### src/rtl/cadence_pkg.sv
package cadence_pkg;
  typedef enum logic [1:0] {
    CLS_NONE  = 2'd0,
    CLS_SHORT = 2'd1,
    CLS_LONG  = 2'd2
  } cad_class_e;

  typedef enum logic [1:0] {
    PS_IDLE = 2'd0,
    PS_LINE = 2'd1,
    PS_SPAN = 2'd2
  } pulse_st_e;

  localparam int RATE_CODE_2997 = 0;
  localparam int RATE_CODE_30   = 1;
  localparam int RATE_CODE_5994 = 2;
  localparam int RATE_CODE_60   = 3;
endpackage

### src/rtl/cadence_rate_dec.sv
module cadence_rate_dec
  import cadence_pkg::*;
#(
  parameter int RATE_W = 3
) (
  input  logic [RATE_W-1:0] rate_sel,
  output cad_class_e        cls
);
  // the two low codes map to the 5-frame class, the next two to the 10-frame class
  always_comb begin
    if (rate_sel == RATE_W'(RATE_CODE_2997) || rate_sel == RATE_W'(RATE_CODE_30))
      cls = CLS_SHORT;
    else if (rate_sel == RATE_W'(RATE_CODE_5994) || rate_sel == RATE_W'(RATE_CODE_60))
      cls = CLS_LONG;
    else
      cls = CLS_NONE;
  end
endmodule

### src/rtl/cadence_seq_cnt.sv
module cadence_seq_cnt
  import cadence_pkg::*;
#(
  parameter int SHORT_LEN = 5,
  parameter int LONG_LEN  = 10,
  parameter int CNT_W     = $clog2(LONG_LEN + 1)
) (
  input  logic             clk,
  input  logic             rst,
  input  cad_class_e       cls,
  input  logic             ev_frame,
  output logic             fire,
  output logic [CNT_W-1:0] cnt
);
  localparam logic [CNT_W-1:0] SHORT_LAST = CNT_W'(SHORT_LEN - 1);
  localparam logic [CNT_W-1:0] LONG_LAST  = CNT_W'(LONG_LEN - 1);

  cad_class_e       cls_q;
  logic             restart;
  logic [CNT_W-1:0] last;

  assign restart = (cls != cls_q);
  assign last    = (cls == CLS_LONG) ? LONG_LAST : SHORT_LAST;
  assign fire    = ev_frame && !restart && (cls != CLS_NONE) && (cnt == '0);

  always_ff @(posedge clk) begin
    if (rst) begin
      cls_q <= CLS_NONE;
      cnt   <= '0;
    end else begin
      cls_q <= cls;
      if (restart || cls == CLS_NONE)
        cnt <= '0;
      else if (ev_frame)
        cnt <= (cnt >= last) ? '0 : cnt + 1'b1;     // modulo wrap
    end
  end
endmodule

### src/rtl/cadence_pulse_fsm.sv
module cadence_pulse_fsm
  import cadence_pkg::*;
(
  input  logic      clk,
  input  logic      rst,
  input  logic      sup,
  input  logic      fire,
  input  logic      mode_span,
  input  logic      hs_lead,
  input  logic      ev_f2,
  output pulse_st_e st,
  output logic      act_nxt
);
  pulse_st_e st_nxt;

  // The state records the mode a marker was started in, so a later mode
  // change cannot reshape it.
  always_comb begin
    st_nxt = st;
    if (!sup) begin
      st_nxt = PS_IDLE;
    end else begin
      unique case (st)
        PS_IDLE: if (fire) st_nxt = mode_span ? PS_SPAN : PS_LINE;
        PS_LINE: begin
          if (fire)         st_nxt = mode_span ? PS_SPAN : PS_LINE;
          else if (hs_lead) st_nxt = PS_IDLE;
        end
        PS_SPAN: begin
          if (fire)       st_nxt = mode_span ? PS_SPAN : PS_LINE;
          else if (ev_f2) st_nxt = PS_IDLE;
        end
        default: st_nxt = PS_IDLE;
      endcase
    end
  end

  assign act_nxt = (st_nxt != PS_IDLE);

  always_ff @(posedge clk) begin
    if (rst) st <= PS_IDLE;
    else     st <= st_nxt;
  end
endmodule

### src/rtl/cadence_out_reg.sv
module cadence_out_reg (
  input  logic clk,
  input  logic rst,
  input  logic act_nxt,
  input  logic pol_low,
  output logic marker_o
);
  // the polarity is applied at the output register
  always_ff @(posedge clk) begin
    if (rst) marker_o <= pol_low;
    else     marker_o <= act_nxt ^ pol_low;
  end
endmodule

### src/rtl/cadence_marker_gen.sv
module cadence_marker_gen
  import cadence_pkg::*;
#(
  parameter int LINE_W     = 11,
  parameter int RATE_W     = 3,
  parameter int FIRST_LINE = 1,
  parameter int SHORT_LEN  = 5,
  parameter int LONG_LEN   = 10
) (
  input  logic              clk,
  input  logic              rst,
  input  logic              hs_lead,
  input  logic [LINE_W-1:0] line_num,
  input  logic              field_id,
  input  logic [RATE_W-1:0] rate_sel,
  input  logic              mode_span,
  input  logic              pol_low,
  output logic              marker_o
);
  localparam int CNT_W = $clog2(LONG_LEN + 1);

  cad_class_e       cls;
  logic             sup;
  logic             ev_line1;
  logic             ev_frame;
  logic             ev_f2;
  logic             fire;
  logic [CNT_W-1:0] cnt;
  pulse_st_e        st;
  logic             act_nxt;

  assign sup      = (cls != CLS_NONE);
  assign ev_line1 = hs_lead && (line_num == LINE_W'(FIRST_LINE));
  assign ev_frame = ev_line1 && !field_id;
  assign ev_f2    = ev_line1 && field_id;

  cadence_rate_dec #(.RATE_W(RATE_W)) u_dec (
    .rate_sel (rate_sel),
    .cls      (cls)
  );

  cadence_seq_cnt #(
    .SHORT_LEN (SHORT_LEN),
    .LONG_LEN  (LONG_LEN),
    .CNT_W     (CNT_W)
  ) u_cnt (
    .clk      (clk),
    .rst      (rst),
    .cls      (cls),
    .ev_frame (ev_frame),
    .fire     (fire),
    .cnt      (cnt)
  );

  cadence_pulse_fsm u_fsm (
    .clk       (clk),
    .rst       (rst),
    .sup       (sup),
    .fire      (fire),
    .mode_span (mode_span),
    .hs_lead   (hs_lead),
    .ev_f2     (ev_f2),
    .st        (st),
    .act_nxt   (act_nxt)
  );

  cadence_out_reg u_out (
    .clk      (clk),
    .rst      (rst),
    .act_nxt  (act_nxt),
    .pol_low  (pol_low),
    .marker_o (marker_o)
  );
endmodule

### config.mk
export PLATFORM = sky130hd
export DESIGN_NAME = cadence_marker_gen
export DESIGN_NICKNAME = d
export VERILOG_FILES = /design/src/rtl/cadence_pkg.sv /design/src/rtl/cadence_rate_dec.sv /design/src/rtl/cadence_seq_cnt.sv /design/src/rtl/cadence_pulse_fsm.sv /design/src/rtl/cadence_out_reg.sv /design/src/rtl/cadence_marker_gen.sv
export SDC_FILE = /design/constraint.sdc
export NUM_CORES = 1
export LEC_CHECK = 0
export ABC_AREA = 1
export BUFFER_PORTS_ARGS = -buffer_cell sky130_fd_sc_hd__buf_2
export CAP_MARGIN = 10
export CORE_MARGIN = 5
export CORE_UTILIZATION = 45
export CTS_BUF_LIST = sky130_fd_sc_hd__clkbuf_4
export CTS_CLUSTER_DIAMETER = 200
export DETAILED_ROUTE_END_ITERATION = 12
export PLACE_DENSITY = 0.72
export SLEW_MARGIN = 20
export SYNTH_ARGS = -nofsm -noshare
export SYNTH_HDL_FRONTEND = slang
export SYNTH_SLANG_ARGS = --single-unit
### constraint.sdc
create_clock -name clk -period 2.2 [get_ports clk]
set_input_delay 0.11 -clock clk [delete_from_list [all_inputs] [get_ports clk]]
set_output_delay 0.11 -clock clk [all_outputs]
set_load 0.05 [all_outputs]
==> results_dict.tcl <==
set metrics [dict create \
    placed_area_um2 747.0 \
    grt_pass1_vias 618 \
    slew_headroom_pct 79.13 \
    antenna_cells 0 \
    crit_top_cell "nand2_1" \
    nFillCells 138 \
    drt-pass1-iter-count 4 \
    antenna_found_initial 0 \
    final_cell_area_um2 777.0 \
    power.density_mw_per_mm2 461.6 \
    hold_ws_ns 0.04843 \
    fp-row-count 13 \
    synth.avg_cell_area_um2 6.808 \
    cts.path.max_buffers 2 \
    status "completed" \
    cts_hold_buffers 0 \
    grt_use_total_pct 13.98 \
    remaining_drc_errors 0 \
    cts_resized 0 \
    layout_min_cycle_time_ns 1.461 \
    initial_core_util_pct 48.05 \
    finalCritPeriodShare_pct 66.43 \
    final_layout_size_suffix_gt1_share_pct 32.76 \
    areaGrowthSynthToFinish_pct 22.73 \
    cp_cell_sequence "inv_1 -> ha_1 -> nor3b_2 -> nand2_2 -> nand2_1 -> nand2_1 -> nand2_1 -> nand2_1 -> nand2_2 -> nand2_1 -> nand2_1 -> nand2_1 -> inv_1" \
    p_leak_nw 0.4101 \
    fmax_mhz 684.3 \
    crit_path_end_kind "flop" \
    dp_cells 127 \
    synth_area_um2 633.1 \
    htreeDepth 1 \
    rsz0062_at_grt "false" \
    ant_nets 0 \
    drt_iter0_drc 3 \
    hold_class "in -> reg" \
    cp-start-kind "flop" \
    drv_cap 0 \
    nets 142 \
    setup_viol 0 \
    seq_area_frac_synth_pct 28.46 \
    synth_cells 93 \
    crit_required_ns 2.37 \
    cts_setup_buffers 0 \
    tns_ns 0 \
    dieArea_mm2 0.002257 \
    cts_buffers 3 \
    post_drt_wl_per_cell_um 9.145 \
    tightest_slew_ns 0.3110 \
    grt_max_degree 8 \
    path_class "reg -> reg" \
    cp.arrival_ns 1.63 \
    crit_family "simple AND/OR/NAND/NOR gates" \
    drt_wl_total_um 1198 \
    yosys_warnings 0 \
    finalNonFillerCells 131 \
    final_cell_mix "19 x buf_2, 17 x nand2_1, 16 x inv_1" \
    slowest_delay_ns 0.37 \
    syn_nets 118 \
    final_common_cell "buf_2" \
    die_x_um 47.51 \
    vdd_drop_max_mv 0.3563 \
    fp.dieH_um 47.51 \
    slew_violations 0 \
    grt_pass1_wl_um 2221 \
    dr_total_vias 599 \
    yosysUniqueCellTypes 22 \
    hold_viol 0 \
    cts-root-buf "clkbuf_4" \
    gp_congestion 0.7691 \
    post-dp-hpwl_um 1011 \
    crit_slowest_cell "dfxtp_1" \
    cts.sinks 9 \
    cp.buffers_inverters 2 \
    crit_fanout 4 \
    cts_tree "done" \
    ios 21 \
    ff_latch_area_um2 180.2 \
    io_buffers 19 \
    multi_input_area_um2 377.9 \
    grt_overflow 0 \
    core_area_mm2 0.001318 \
    vias_per_cell 4.573 \
    skew_ns 0.001552 \
    ys_seq_elements 9 \
    clk_pin_slew_ns 0.07 \
    insertion_delay_ns 0.26 \
]
cell type report:
type | instances | share of cell area (%)
inverter | 20 | 9.662
multi-input combinational | 64 | 48.63
tap | 15 | 2.415
sequential | 9 | 23.19
clock buffer | 4 | 3.865
timing repair buffer | 19 | 12.24
registers in the layout, summed over array words and instances (netlist names):
| register | flops |
|---|---|
| u_cnt.cls_q | 2 |
| u_cnt.cnt | 4 |
| u_fsm.st | 2 |
| u_out.marker_o | 1 |
power by group:
part | internal [mW] | total [mW] | switching [mW]
Sequential | 0.165 | 0.166 | 0.000960
Clock | 0.0823 | 0.146 | 0.0641
Combinational | 0.0208 | 0.0460 | 0.0252
Total | 0.268 | 0.359 | 0.0903
through the flow:
| step | power (mW) | setup WS [ns] | utilization (%) |
|---|---|---|---|
| 6_report | 0.3586 | 0.7386 | 58.97 |
| 4_1_cts | 0.3653 | 0.7243 | 58.97 |
| 2_1_floorplan | 0.1935 | 0.8539 | - |
| 3_5_place_dp | 0.2163 | 0.7402 | 56.70 |
| 5_1_grt | 0.3844 | 0.5545 | 58.97 |
| 3_3_place_gp | 0.2146 | 0.7604 | 56.70 |
cells by family after synthesis:
| logic type | synth area share (%) |
|---|---|
| xor+xnor | 2.767 |
| buf+inv | 11.86 |
| simple gates | 39.13 |
| fa+ha+maj | 9.881 |
| compound gates | 7.905 |
| flops | 28.46 |
cell usage after synthesis, drive strengths merged:
cell type	count	area (um2)
nand2	21	88.83
inv	20	75.07
nor2	18	85.08
dfxtp	9	180.2
ha	5	62.56
a21oi	4	20.02
nand3	4	37.54
o21ai	3	15.01
nor3	2	10.01
xor2	2	17.52
a211oi	1	7.510
and2	1	7.510
nand4	1	6.260
nor3b	1	12.51
o21bai	1	7.510
per-layer routing:
layer	global-route usage, %	wire length (um)
met1	13.62	512
met2	27.01	625
met3	4.511	47
met4	4.972	12
met5	0	0
path summary, 6_finish.rpt:
check	startpoint	to	slack [ns]	cells after the start
setup / recovery	u_cnt.cnt[0]	u_out.marker_o	0.74	13
hold / removal	rate_sel[1]	u_cnt.cls_q[0]	0.05	2
setup reg to reg	u_cnt.cnt[0]	u_out.marker_o	0.74	13
hold reg to reg	u_cnt.cnt[0]	u_cnt.cnt[0]	0.49	2
No activity file was read; power rests on OpenSTA's default activity.
